File: config.mk
export PLATFORM = sky130hd
export DESIGN_NAME = pwm_burst_gen
export DESIGN_NICKNAME = d
export VERILOG_FILES = /design/src/rtl/pwm_burst_pkg.sv /design/src/rtl/pwm_regs.sv /design/src/rtl/pwm_core.sv /design/src/rtl/pwm_drive.sv /design/src/rtl/pwm_burst_gen.sv
export SDC_FILE = /design/constraint.sdc
export NUM_CORES = 1
export LEC_CHECK = 0
export CELL_PAD_IN_SITES_DETAIL_PLACEMENT = 1
export CELL_PAD_IN_SITES_GLOBAL_PLACEMENT = 1
export CORE_ASPECT_RATIO = 0.7
export CORE_MARGIN = 2
export CORE_UTILIZATION = 55
export CTS_BUF_LIST = sky130_fd_sc_hd__clkbuf_16
export DETAILED_ROUTE_END_ITERATION = 6
export DONT_BUFFER_PORTS = 1
export PLACE_DENSITY_LB_ADDON = 0.05
export SETUP_SLACK_MARGIN = 0.1
export SLEW_MARGIN = 20
export SYNTH_ARGS = -nofsm -noshare
export SYNTH_HDL_FRONTEND = slang
export SYNTH_SLANG_ARGS = --single-unit
File: constraint.sdc
create_clock -name clk -period 5.6 [get_ports clk]
set_clock_uncertainty 0.05 [all_clocks]
set_input_delay 0.28 -clock clk [delete_from_list [all_inputs] [get_ports clk]]
set_output_delay 0.28 -clock clk [all_outputs]
set_load 0.01 [all_outputs]
File: src/rtl/pwm_burst_pkg.sv
package pwm_burst_pkg;

  localparam int ADR_W = 3;

  localparam logic [ADR_W-1:0] ADR_PERIOD = 3'd0;
  localparam logic [ADR_W-1:0] ADR_HIGH   = 3'd1;
  localparam logic [ADR_W-1:0] ADR_BURST  = 3'd2;
  localparam logic [ADR_W-1:0] ADR_CTRL   = 3'd3;
  localparam logic [ADR_W-1:0] ADR_STAT   = 3'd4;
  localparam logic [ADR_W-1:0] ADR_DONE_N = 3'd5;
  localparam logic [ADR_W-1:0] ADR_LIVE   = 3'd6;

  localparam int CTRL_W = 3;

  // bit 2 continuous, bit 1 invert, bit 0 run
  typedef struct packed {
    logic cont;
    logic inv;
    logic run;
  } ctrl_t;

endpackage

File: src/rtl/pwm_regs.sv
module pwm_regs
  import pwm_burst_pkg::*;
#(
  parameter int DATA_W   = 32,
  parameter int PER_RST  = 999,
  parameter int HIGH_RST = 333
) (
  input  logic              clk,
  input  logic              rst_n,
  input  logic              wr_en,
  input  logic [ADR_W-1:0]  addr,
  input  logic [DATA_W-1:0] wdata,
  output logic [DATA_W-1:0] rdata,
  input  logic              run_start,
  input  logic              run_finish,
  input  logic [DATA_W-1:0] periods_done,
  input  logic [DATA_W-1:0] live_cnt,
  output logic [DATA_W-1:0] period,
  output logic [DATA_W-1:0] high_time,
  output logic [DATA_W-1:0] burst_len,
  output ctrl_t             ctrl
);

  logic done;
  logic ctrl_wr;

  assign ctrl_wr = wr_en && (addr == ADR_CTRL);

  always_ff @(posedge clk or negedge rst_n) begin
    if (!rst_n) begin
      period    <= DATA_W'(PER_RST);
      high_time <= DATA_W'(HIGH_RST);
      burst_len <= '0;
      ctrl      <= '0;
      done      <= 1'b0;
    end else begin
      if (wr_en) begin
        case (addr)
          ADR_PERIOD: period    <= wdata;
          ADR_HIGH:   high_time <= wdata;
          ADR_BURST:  burst_len <= wdata;
          ADR_CTRL:   ctrl      <= ctrl_t'(wdata[CTRL_W-1:0]);
          default: ;
        endcase
      end
      if (run_finish && !ctrl_wr) ctrl.run <= 1'b0;
      if (run_finish)     done <= 1'b1;
      else if (run_start) done <= 1'b0;
    end
  end

  always_comb begin
    case (addr)
      ADR_PERIOD: rdata = period;
      ADR_HIGH:   rdata = high_time;
      ADR_BURST:  rdata = burst_len;
      ADR_CTRL:   rdata = {{(DATA_W-CTRL_W){1'b0}}, ctrl};
      ADR_STAT:   rdata = {{(DATA_W-1){1'b0}}, done};
      ADR_DONE_N: rdata = periods_done;
      ADR_LIVE:   rdata = live_cnt;
      default:    rdata = '0;
    endcase
  end


  finish_clr_chk: assert property (@(posedge clk) disable iff (!rst_n)
    run_finish && !ctrl_wr |=> !ctrl.run && done);

endmodule

File: src/rtl/pwm_core.sv
module pwm_core #(
  parameter int DATA_W  = 32,
  parameter int MIN_PER = 2
) (
  input  logic              clk,
  input  logic              rst_n,
  input  logic              tick,
  input  logic              run,
  input  logic              cont,
  input  logic [DATA_W-1:0] period,
  input  logic [DATA_W-1:0] high_time,
  input  logic [DATA_W-1:0] burst_len,
  output logic              active,
  output logic [DATA_W-1:0] cnt,
  output logic [DATA_W-1:0] cur_high,
  output logic [DATA_W-1:0] periods_done,
  output logic              run_start,
  output logic              run_finish
);

  localparam logic [DATA_W-1:0] ONE   = DATA_W'(1);
  localparam logic [DATA_W:0]   ONE_X = (DATA_W+1)'(1);
  localparam logic [DATA_W-1:0] FLOOR = DATA_W'(MIN_PER);

  logic [DATA_W-1:0] cur_per;
  logic [DATA_W-1:0] per_eff;
  logic              wrap;
  logic              empty_burst;
  logic              last_period;

  assign per_eff     = (period < FLOOR) ? FLOOR : period;
  assign wrap        = (cnt == cur_per - ONE);
  assign empty_burst = !cont && (burst_len == '0);
  assign last_period = !cont && (({1'b0, periods_done} + ONE_X) >= {1'b0, burst_len});
  assign run_start   = run && !active && !empty_burst;
  assign run_finish  = run && ((!active && empty_burst) ||
                               (active && tick && wrap && last_period));

  always_ff @(posedge clk or negedge rst_n) begin
    if (!rst_n) begin
      active       <= 1'b0;
      cnt          <= '0;
      cur_per      <= FLOOR;
      cur_high     <= '0;
      periods_done <= '0;
    end else if (!run) begin
      active <= 1'b0;
      cnt    <= '0;
    end else if (!active) begin
      periods_done <= '0;
      cnt          <= '0;
      if (!empty_burst) begin
        active   <= 1'b1;
        cur_per  <= per_eff;
        cur_high <= high_time;
      end
    end else if (tick) begin
      if (wrap) begin
        cnt          <= '0;
        cur_per      <= per_eff;
        cur_high     <= high_time;
        periods_done <= periods_done + ONE;
        if (last_period) active <= 1'b0;
      end else begin
        cnt <= cnt + ONE;
      end
    end
  end


  cnt_range_chk: assert property (@(posedge clk) disable iff (!rst_n)
    active |-> cnt < cur_per);


  per_floor_chk: assert property (@(posedge clk) disable iff (!rst_n)
    active |-> cur_per >= FLOOR);


  tick_hold_chk: assert property (@(posedge clk) disable iff (!rst_n)
    active && run && !tick |=> $stable(cnt));

endmodule

File: src/rtl/pwm_drive.sv
module pwm_drive #(
  parameter int DATA_W = 32
) (
  input  logic              clk,
  input  logic              rst_n,
  input  logic              active,
  input  logic              run,
  input  logic              inv,
  input  logic [DATA_W-1:0] cnt,
  input  logic [DATA_W-1:0] cur_high,
  output logic              pwm_out
);

  logic raw;

  assign raw     = active && run && (cnt < cur_high);
  assign pwm_out = raw ^ inv;


  idle_level_chk: assert property (@(posedge clk) disable iff (!rst_n)
    !active |-> pwm_out == inv);

endmodule

File: src/rtl/pwm_burst_gen.sv
module pwm_burst_gen
  import pwm_burst_pkg::*;
#(
  parameter int DATA_W   = 32,
  parameter int PER_RST  = 999,
  parameter int HIGH_RST = 333
) (
  input  logic              clk,
  input  logic              rst_n,
  input  logic              ref_tick,
  input  logic              bus_wen,
  input  logic [2:0]        bus_addr,
  input  logic [DATA_W-1:0] bus_wdata,
  output logic [DATA_W-1:0] bus_rdata,
  output logic              pwm_out
);

  logic [DATA_W-1:0] period, high_time, burst_len;
  logic [DATA_W-1:0] cnt, cur_high, periods_done;
  logic              active, run_start, run_finish;
  ctrl_t             ctrl;

  pwm_regs #(
    .DATA_W(DATA_W), .PER_RST(PER_RST), .HIGH_RST(HIGH_RST)
  ) u_regs (
    .clk(clk), .rst_n(rst_n), .wr_en(bus_wen), .addr(bus_addr),
    .wdata(bus_wdata), .rdata(bus_rdata), .run_start(run_start),
    .run_finish(run_finish), .periods_done(periods_done), .live_cnt(cnt),
    .period(period), .high_time(high_time), .burst_len(burst_len), .ctrl(ctrl)
  );

  pwm_core #(.DATA_W(DATA_W)) u_core (
    .clk(clk), .rst_n(rst_n), .tick(ref_tick), .run(ctrl.run), .cont(ctrl.cont),
    .period(period), .high_time(high_time), .burst_len(burst_len),
    .active(active), .cnt(cnt), .cur_high(cur_high), .periods_done(periods_done),
    .run_start(run_start), .run_finish(run_finish)
  );

  pwm_drive #(.DATA_W(DATA_W)) u_drive (
    .clk(clk), .rst_n(rst_n), .active(active), .run(ctrl.run), .inv(ctrl.inv),
    .cnt(cnt), .cur_high(cur_high), .pwm_out(pwm_out)
  );

endmodule

==> results of run 1 <==
flip-flops by register name (all words and copies together) (netlist names):
register             cells
u_regs.period           32
u_core.periods_done     32
u_core.cur_per          32
u_core.active            1
u_regs.done              1
u_regs.burst_len        32
u_core.cnt              32
u_regs.high_time        32
u_core.cur_high         32
u_regs.ctrl              3
power groups by stage:
stage	combinational (mW)	clock, mW	sequential [mW]
after floorplan	1.27	0	2.34
after global placement	1.42	0	2.61
final	1.57	1.69	2.65
after detailed placement	1.49	0	2.65
after global routing	1.72	1.77	2.70
after CTS	1.55	1.70	2.63
layout make-up:
class / count / area share
diodes: 3 / 0.000489
clock buffers: 25 / 0.0407
clock inverters: 14 / 0.0112
multi-input cells: 1057 / 0.501
inverters: 74 / 0.0181
well taps: 325 / 0.0265
repair buffers: 44 / 0.0277
flip-flops and latches: 229 / 0.374
through the flow:
step           hold slack (ns)  instances
3_5_place_dp           -0.0588       1696
6_report                -0.617       1771
2_1_floorplan          -0.0656       1449
3_3_place_gp           -0.0564       1696
5_1_grt                 -0.626       1769
4_1_cts                 -0.625       1768
routing by layer:
| layer | global-route usage | routed length [µm] | part of all wire |
|---|---|---|---|
| met2 | 0.592 | 22300 | 0.45 |
| met3 | 0.0939 | 4060 | 0.083 |
| met1 | 0.490 | 20800 | 0.42 |
| met4 | 0.140 | 1820 | 0.037 |
| met5 | 0 | 13 | 0.00027 |
layout by cell type, fill, tap and decap left out, types with 5 or more instances in the layout:
master / n
a211oi_1: 33
a21o_1: 24
a21oi_1: 51
a22o_1: 21
a22oi_1: 37
and3_1: 26
and4_1: 5
buf_4: 10
clkbuf_16: 25
dfrtp_1: 215
dfstp_2: 14
dlygate4sd3_1: 33
ha_1: 66
inv_1: 76
mux2_1: 56
mux2_2: 74
mux2i_1: 33
nand2_1: 112
nand3_1: 37
nand4_1: 35
nor2_1: 96
nor2b_1: 17
nor3_1: 25
nor4_1: 38
nor4b_1: 10
o21a_1: 5
o21ai_0: 79
o31ai_1: 10
or2_2: 11
or3_1: 8
or4_1: 10
xnor2_1: 41
xor2_1: 30
path summary, 6_finish.rpt:
path / end / from / slack (ns) / cells after the start
setup / recovery: u_core.cnt[12]$_DFFE_PN0P_ / u_core.cur_per[4]$_DFFE_PN0P_ / 1.03 / 8
hold / removal: u_core.cnt[28]$_DFFE_PN0P_ / rst_n / -0.62 / 0
setup reg to reg: u_core.cnt[12]$_DFFE_PN0P_ / u_core.cur_per[4]$_DFFE_PN0P_ / 1.03 / 8
hold reg to reg: u_core.cur_high[10]$_DFFE_PN0P_ / u_core.cur_high[10]$_DFFE_PN0P_ / 0.44 / 1
max in group asynchronous: u_regs.period[2]$_DFFE_PN1P_ / rst_n / 5.72 / 0
min in group clk: u_core.cnt[28]$_DFFE_PN0P_ / ref_tick / 0.01 / 3
repair_timing:
item                                    4_1_cts  5_1_grt
hold endpoints to repair                    336      229
endpoints found under the setup margin        0        0
gates resized for setup                       0        0
logic make-up after synthesis:
logic type | Yosys count | share of synthesized area
flip-flops | 229 | 0.408
buffers and inverters | 163 | 0.0476
AND/OR/NAND/NOR | 458 | 0.170
multiplexers | 165 | 0.130
AO/OA/AOI/OAI | 297 | 0.142
adder cells (fa/ha/maj) | 66 | 0.0586
XOR/XNOR | 71 | 0.0441
==> impl_metrics.ini, run 1 <==
[power_and_ir_drop]
ir_worst_vdd_mv = 0.323
cellLeakagePower_nw = 6.76
power_frac_clock = 0.286
p_total_mw = 5.91
power_frac_comb = 0.265
power.share.switching = 0.363
powerDensity_nw_per_um2 = 385
power_frac_seq = 0.449
p_int_mw = 3.77
switchingPower_mw = 2.14

[cts]
cts_buffers = 25
clk_path_buf_depth = 3
h-tree-depth = 1
insertion_delay_ns = 0.54
cts_setup_buffers = 0
clk_pin_slew_ns = 0.06
cts-hold-fix-buffers = 33
cts.sinks = 229
clock-root-buffer = clkbuf_16
cts_tree = built

[grt]
grt_overflow = 0
grt_pass1_vias = 12200
grt_pass1_wl_um = 75000
antenna_found_initial = 4
grt_max_degree = 230
grt_usage = 0.370

[sta]
setup_viol = 0
rsz0062_at_grt = no
worst_slew_pin_slew_ns = 1.08
tns_ns = 0
finalHoldViolations = 229
fin_ws_ns = 1.03
timing.hold.ws_ns = -0.617
drv_slew = 0
slew_headroom = 0.280
max_freq_mhz = 219
post-route-min-period_ns = 4.57
timing.final.crit_share = 0.816

[detailed_routing]
routedWlPerCell_um = 27.7
first_pass_iters = 5
num_vias = 11900
via_per_inst = 6.74
post-route-drc-count = 0
drt_iter0_markers = 923
postRouteAntennaNets = 0
drt_wl_total_um = 49000

[setup_path]
critPathRequiredTime_ns = 5.92
cp.arrival_ns = 4.89
critPathLaunchType = flip-flop
end_kind = flip-flop
worstSetupPathType = flip-flop to flip-flop
path_buf_inv = 0
path_delay_family = simple AND/OR/NAND/NOR gates
crit_chain = nor4_2 -> nand4_1 -> or4_1 -> a221oi_2 -> o2111ai_2 -> nor4_4 -> nand2b_1 -> nor2_1
slowest_delay_ns = 0.70
crit_path_top_delay_cell = or4_1
path_max_fanout = 12

[synth]
ys.flop_type = dfrtp_1
synth_area_leader_cell = dfrtp_1
yosysSeqAreaShare = 0.408
synth_area_leaders = dfrtp_1, mux2_2, ha_1, mux2_1, nand2_1
synth_seq_cells = 229
yosys_warnings = 0
syn_area_um2 = 14100
synth_area_per_cell_um2 = 9.73
synth.most_common_cell = dfrtp_1
yosys.area.top_type_share = 0.382
netlist_top_cells_count = dfrtp_1, nand2_1, nor2_1
ys_types = 74
synth_edf_count = 0
async_reset_ff_frac = 1.00
syn_inst = 1449
synth.net_count = 1554

[floorplan]
pin_count = 72
core_area_um2 = 24900
rows = 48
die_w_um = 195
fp.dieH_um = 138
start_util = 0.566
dieArea_um2 = 27000

[placed_design]
pre_cts_ws_ns = 1.19
gp_congestion = 0.902
post_dp_cell_area_um2 = 14200
dp_hpwl_um = 34100
io_buffers = 0

[layout]
fin_util = 0.616
seq_area_um2 = 5750
drive_gt1_frac = 0.110
n_fill_cell = 2725
area_growth_pct = 8.98
fin_nets = 1536
stdcell_area_um2 = 15400
multi_input_area_um2 = 7700

[outcome]
violations = negative hold slack
status = finished, violations left

[run]
maxCapViolCount = 0

[min_path]
min_path_type = input pin to asynchronous set/reset pin
Note: power is estimated with default switching activity, not from simulation.
==> run 2: changes to the inputs <==
--- a/config.mk
+++ b/config.mk
@@ -5,11 +5,12 @@
 export SDC_FILE = /design/constraint.sdc
 export NUM_CORES = 1
 export LEC_CHECK = 0
+export ABC_AREA = 1
 export CELL_PAD_IN_SITES_DETAIL_PLACEMENT = 1
 export CELL_PAD_IN_SITES_GLOBAL_PLACEMENT = 1
 export CORE_ASPECT_RATIO = 0.7
 export CORE_MARGIN = 2
-export CORE_UTILIZATION = 55
+export CORE_UTILIZATION = 43
 export CTS_BUF_LIST = sky130_fd_sc_hd__clkbuf_16
 export DETAILED_ROUTE_END_ITERATION = 6
 export DONT_BUFFER_PORTS = 1
==> constraint.sdc (replaced) <==
create_clock -name clk -period 4.1 [get_ports clk]
set_clock_uncertainty 0.05 [all_clocks]
set_input_delay 0.205 -clock clk [delete_from_list [all_inputs] [get_ports clk]]
set_output_delay 0.205 -clock clk [all_outputs]
set_load 0.01 [all_outputs]
==> run 2 against run 1 <==
Effect of this change: critical path type unchanged; largest cell class unchanged; non-clock buffer count increased by 15; sequential share of layout area is 1.3 points lower; global-route usage decreased by 5.6 points; worst hold slack worse by 0.084 ns; routed wire length grew 11%; the flow still finishes with violations (negative hold slack); die area up 29%; fmax grew 23%; cell count up 34%; synthesized area rose by 1.6%.
==> impl_metrics.ini, run 2 <==
[power_and_ir_drop]
power_frac_clock = 0.273
power.share.switching = 0.408
power_frac_seq = 0.400
power_frac_comb = 0.327
switchingPower_mw = 3.42
ir_worst_vdd_mv = 0.295
cellLeakagePower_nw = 7.60
p_int_mw = 4.96
powerDensity_nw_per_um2 = 527

[outcome]
status = finished, violations left
violations = negative hold slack

[sta]
slew_headroom = 0.290
finalHoldViolations = 229
tns_ns = 0
setup_viol = 0
worst_slew_pin_slew_ns = 1.06
max_freq_mhz = 270
post-route-min-period_ns = 3.71
rsz0062_at_grt = no
timing.hold.ws_ns = -0.701
drv_slew = 0
timing.final.crit_share = 0.904

[synth]
synth_area_per_cell_um2 = 7.45
synth.net_count = 2027
ys.flop_type = dfrtp_1
synth_seq_cells = 229
synth.most_common_cell = nand2_1
ys_types = 41
netlist_top_cells_count = nand2_1, inv_1, dfrtp_1
synth_area_leader_cell = dfrtp_1
async_reset_ff_frac = 1.00
synth_area_leaders = dfrtp_1, nand2_1, inv_1, ha_1, xor2_1
syn_inst = 1922
yosysSeqAreaShare = 0.401
synth_edf_count = 0
syn_area_um2 = 14300
yosys.area.top_type_share = 0.376
yosys_warnings = 0

[detailed_routing]
routedWlPerCell_um = 22.9
post-route-drc-count = 0
first_pass_iters = 5
drt_iter0_markers = 1055
postRouteAntennaNets = 0
via_per_inst = 5.73
num_vias = 13600
drt_wl_total_um = 54400

[setup_path]
critPathRequiredTime_ns = 4.52
cp-startpoint = u_core.periods_done[4]$_DFFE_PN0P_
cp.arrival_ns = 4.13
critPathLaunchType = flip-flop
end_kind = flip-flop
r2r_setup_slack_ns = 0.39
cp-endpoint = u_regs.done$_DFFE_PN0P_
reg2reg_depth = 19
worstSetupPathType = flip-flop to flip-flop
r2r-end = u_regs.done$_DFFE_PN0P_
path_max_fanout = 6
reg2reg_from = u_core.periods_done[4]$_DFFE_PN0P_

[cts]
clock-root-buffer = clkbuf_16
cts_buffers = 27
clk_path_buf_depth = 3
clk_pin_slew_ns = 0.06
h-tree-depth = 1
cts.sinks = 229
cts_tree = built
cts-hold-fix-buffers = 36
cts_setup_buffers = 0
insertion_delay_ns = 0.56

[floorplan]
fp.dieH_um = 157
core_area_um2 = 32600
start_util = 0.440
rows = 55
dieArea_um2 = 34800
pin_count = 72
die_w_um = 222

[placed_design]
dp_hpwl_um = 40900
post_dp_cell_area_um2 = 14700
io_buffers = 0
gp_congestion = 0.876

[layout]
stdcell_area_um2 = 15900
fin_nets = 2034
layout_common_cells = nand2_1, inv_1, dfrtp_1
antenna_cells = 0
n_fill_cell = 4091
final_common_cell = nand2_1
area_growth_pct = 11.1
drive_gt1_frac = 0.0585

[grt]
grt_pass1_vias = 13700
grt_max_degree = 230
grt_pass1_wl_um = 83400
grt_overflow = 0
antenna_found_initial = 0
grt_usage = 0.315

[run]
maxCapViolCount = 0

[min_path]
min_path_type = input pin to asynchronous set/reset pin
[run 2: cell count changes after synthesis, sizes merged, moves of 33 or more]
cell	change
a22oi	-37
mux2	-130
o21ai	+79
inv	+175
nand2	+444
nand4	+59
mux2i	-33
xnor2	-35
xor2	+48
nor2	+38
[run 2: kinds of logic after synthesis]
kind of cell / Yosys count / synth area share
fa+ha+maj: 66 / 0.0576
buf+inv: 331 / 0.0913
flops: 229 / 0.401
compound gates: 296 / 0.120
xor+xnor: 84 / 0.0513
simple gates: 916 / 0.278
[run 2: power groups by stage]
stage | clock network [mW] | logic (mW) | registers (mW)
5_1_grt | 2.41 | 3.13 | 3.42
4_1_cts | 2.33 | 2.74 | 3.33
2_1_floorplan | 0 | 2.02 | 3.16
6_report | 2.29 | 2.74 | 3.36
3_3_place_gp | 0 | 2.58 | 3.35
3_5_place_dp | 0 | 2.70 | 3.37
[run 2: final cells by class]
| type | count | area (µm²) | share of cell area |
|---|---|---|---|
| inverters | 250 | 938 | 0.0590 |
| clock inverters | 23 | 143 | 0.00896 |
| flip-flops and latches | 229 | 5750 | 0.361 |
| multi-input cells | 1362 | 7330 | 0.461 |
| clock buffers | 27 | 676 | 0.0424 |
| repair buffers | 59 | 546 | 0.0343 |
| well taps | 427 | 534 | 0.0336 |
[run 2: what timing repair did]
item,in CTS,in global routing
hold endpoints to repair,328,229
endpoints found under the setup margin,0,3
resized for setup,0,7
[run 2: critical path, cell delays in order, from the launching register on]
cell	delay (ns)
dfrtp_1	0.48
inv_1	0.18
nor3_1	0.23
nand2_1	0.17
nor4_2	0.31
nand3_1	0.24
nor2_1	0.19
xor2_1	0.16
inv_1	0.08
ha_1	0.30
nand2_1	0.10
nor4_1	0.35
nand4_1	0.13
nand3b_1	0.11
nor2_1	0.05
nand2_1	0.11
nand4_1	0.13
nand2_1	0.11
nand2_1	0.06
o21ai_0	0.09
[run 2: worst min path at each step]
stage / endpoint / slack [ns] / depth (start not counted)
floorplan: u_core.active$_DFF_PN0_ / -0.14 / 0
global placement: u_core.cur_per[3]$_DFFE_PN0P_ / -0.13 / 0
detailed placement: u_core.cur_per[3]$_DFFE_PN0P_ / -0.13 / 0
CTS: u_core.cur_per[3]$_DFFE_PN0P_ / -0.72 / 0
global route: u_core.cur_per[3]$_DFFE_PN0P_ / -0.72 / 0
finish: u_core.cur_per[3]$_DFFE_PN0P_ / -0.70 / 0
[run 2: per-layer routing]
layer,vias up,part of all wire,GRT usage
li1,6375,-,-
met1,6745,0.48,0.459
met2,431,0.41,0.456
met3,81,0.082,0.0802
met4,0,0.029,0.0936
met5,-,0,0
[run 2: per-stage QoR]
step	cells	setup slack (ns)	power [mW]	util	hold WS (ns)
floorplan	1922	1.15	5.18	-	-0.141
global placement	2291	0.658	5.93	0.452	-0.131
detailed placement	2291	0.399	6.07	0.452	-0.132
CTS	2377	0.365	8.41	0.488	-0.722
global route	2377	0.110	8.97	0.489	-0.721
finish	2377	0.392	8.38	0.489	-0.701
==> run 3: changes to the inputs <==
--- a/config.mk
+++ b/config.mk
@@ -8,7 +8,7 @@
 export ABC_AREA = 1
 export CELL_PAD_IN_SITES_DETAIL_PLACEMENT = 1
 export CELL_PAD_IN_SITES_GLOBAL_PLACEMENT = 1
-export CORE_ASPECT_RATIO = 0.7
+export CORE_ASPECT_RATIO = 1.4
 export CORE_MARGIN = 2
 export CORE_UTILIZATION = 43
 export CTS_BUF_LIST = sky130_fd_sc_hd__clkbuf_16
==> run 3 against run 2 <==
Effect of this change: the run still ends with negative hold slack left; cell count increased by 0.29%; total power increased by 0.56%; setup slack improved by 0.020 ns; combinational power decreased by 1%; clock power increased by 5%; sequential share of layout area about the same; cell area about the same; non-clock buffer count decreased by 6; highest routed layer unchanged.
==> impl_metrics.ini, run 3 (same netlist as run 2, synthesis figures left out) <==
[outcome]
status = finished, violations left
violations = negative hold slack

[cts]
cts.sinks = 229
insertion_delay_ns = 0.55
clk_path_buf_depth = 3
h-tree-depth = 1
clk_pin_slew_ns = 0.06
clock-root-buffer = clkbuf_16
cts_buffers = 25
cts-hold-fix-buffers = 35
cts_tree = built

[sta]
slew_headroom = 0.325
tns_ns = 0
worst_slew_pin_slew_ns = 1.01
finalHoldViolations = 229
rsz0062_at_grt = no
fin_ws_ns = 0.412
drv_slew = 0
max_freq_mhz = 271
setup_viol = 0
timing.final.crit_share = 0.900
timing.hold.ws_ns = -0.687
post-route-min-period_ns = 3.69

[setup_path]
end_kind = flip-flop
worstSetupPathType = flip-flop to flip-flop
reg2reg_from = u_core.periods_done[2]$_DFFE_PN0P_
r2r-end = u_regs.done$_DFFE_PN0P_
r2r_setup_slack_ns = 0.41
critPathLaunchType = flip-flop
reg2reg_depth = 21
cp.arrival_ns = 4.10
critPathRequiredTime_ns = 4.52
path_max_fanout = 4

[placed_design]
dp_hpwl_um = 38600
gp_congestion = 0.952
io_buffers = 0
post-place-cells = 2304
pre_cts_ws_ns = 0.340

[min_path]
min_path_type = input pin to asynchronous set/reset pin

[layout]
drive_gt1_frac = 0.0552
area_growth_pct = 11.0
layout_common_cells = nand2_1, inv_1, dfrtp_1
fin_nets = 2026
n_fill_cell = 4178
antenna_cells = 0
final_common_cell = nand2_1
layoutNonFillerInstCount = 2384
seq_area_um2 = 5750
multi_input_area_um2 = 7320

[grt]
antenna_found_initial = 0
grt_pass1_wl_um = 77600
grt_usage = 0.295
grt_max_degree = 230
grt_overflow = 0
grt_pass1_vias = 13600

[power_and_ir_drop]
powerDensity_nw_per_um2 = 530
cellLeakagePower_nw = 7.57
ir_worst_vdd_mv = 0.323

[detailed_routing]
via_per_inst = 5.54
drt_wl_total_um = 50200
post-route-drc-count = 0
routedWlPerCell_um = 21.1
num_vias = 13200
first_pass_iters = 5
postRouteAntennaNets = 0
drt_iter0_markers = 711

[run]
maxCapViolCount = 0

[floorplan]
fp.dieH_um = 220
rows = 79
core_area_um2 = 33000
dieArea_um2 = 34800
pin_count = 72
die_w_um = 158
start_util = 0.434
run 3: cell count changes in the layout (fill, tap and decap cells not counted), sizes merged:
cell	previous run	this run
bufinv	1	5
dlygate4sd3	36	35
inv	257	252
buf	23	18
clkinv	11	9
clkbuf	27	25
run 3: power by group:
part	leakage, nW	internal [mW]	switching (mW)
clock network	0.421	1.43	0.978
registers	2.96	2.78	0.549
logic	4.18	0.915	1.78
total	7.57	5.12	3.31
run 3: critical path: stages (launching register included):
cell	delay (ns)
dfrtp_1	0.39
inv_1	0.10
nor3_4	0.28
nand4_1	0.23
nor4_1	0.38
nand2_1	0.21
nor2_1	0.22
xor2_1	0.18
inv_1	0.08
ha_1	0.30
nand4_1	0.20
nor2_1	0.20
nand2_1	0.07
nand3_1	0.10
nand2_1	0.05
nand2_1	0.05
nand2_1	0.05
nand2_1	0.09
nand4_1	0.12
nand2_1	0.13
nand2_1	0.06
o21ai_0	0.07
run 3: layout make-up:
| class | count | share of cell area |
|---|---|---|
| inverters | 250 | 0.0590 |
| clock buffers | 25 | 0.0393 |
| clock inverters | 20 | 0.0147 |
| well taps | 445 | 0.0350 |
| flip-flops and latches | 229 | 0.361 |
| multi-input cells | 1362 | 0.460 |
| repair buffers | 53 | 0.0305 |
run 3: repair_timing:
action	in CTS	in global routing
buffers inserted	0	0
endpoints found under the setup margin	0	3
endpoints found under the hold margin	328	229
resized for setup	0	5
run 3: stage by stage:
stage / area [µm²] / total power, mW / utilization
final: 15900 / 8.43 / 0.482
after global routing: 15900 / 9.03 / 0.482
after CTS: 15900 / 8.50 / 0.481
after detailed placement: 14700 / 6.04 / 0.444
after global placement: 14700 / 5.92 / 0.444
after floorplan: 14300 / 5.18 / -
run 3: worst max-delay path by stage:
stage / from / end / slack [ns]
5_1_grt: u_core.periods_done[0]$_DFFE_PN0P_ / u_regs.done$_DFFE_PN0P_ / 0.11
6_report: u_core.periods_done[2]$_DFFE_PN0P_ / u_regs.done$_DFFE_PN0P_ / 0.41
3_5_place_dp: u_core.periods_done[0]$_DFFE_PN0P_ / u_regs.done$_DFFE_PN0P_ / 0.34
3_3_place_gp: u_core.periods_done[0]$_DFFE_PN0P_ / u_regs.done$_DFFE_PN0P_ / 0.50
2_1_floorplan: u_core.periods_done[2]$_DFFE_PN0P_ / u_regs.done$_DFFE_PN0P_ / 1.15
4_1_cts: u_core.periods_done[0]$_DFFE_PN0P_ / u_regs.done$_DFFE_PN0P_ / 0.33
run 3: layer usage:
metal  track usage  vias up  part of all wire
met5             0        -                 0
met1         0.380     6475              0.43
met4         0.106        0             0.036
met2         0.503      293              0.49
met3        0.0437       90             0.049
li1              -     6345                 -
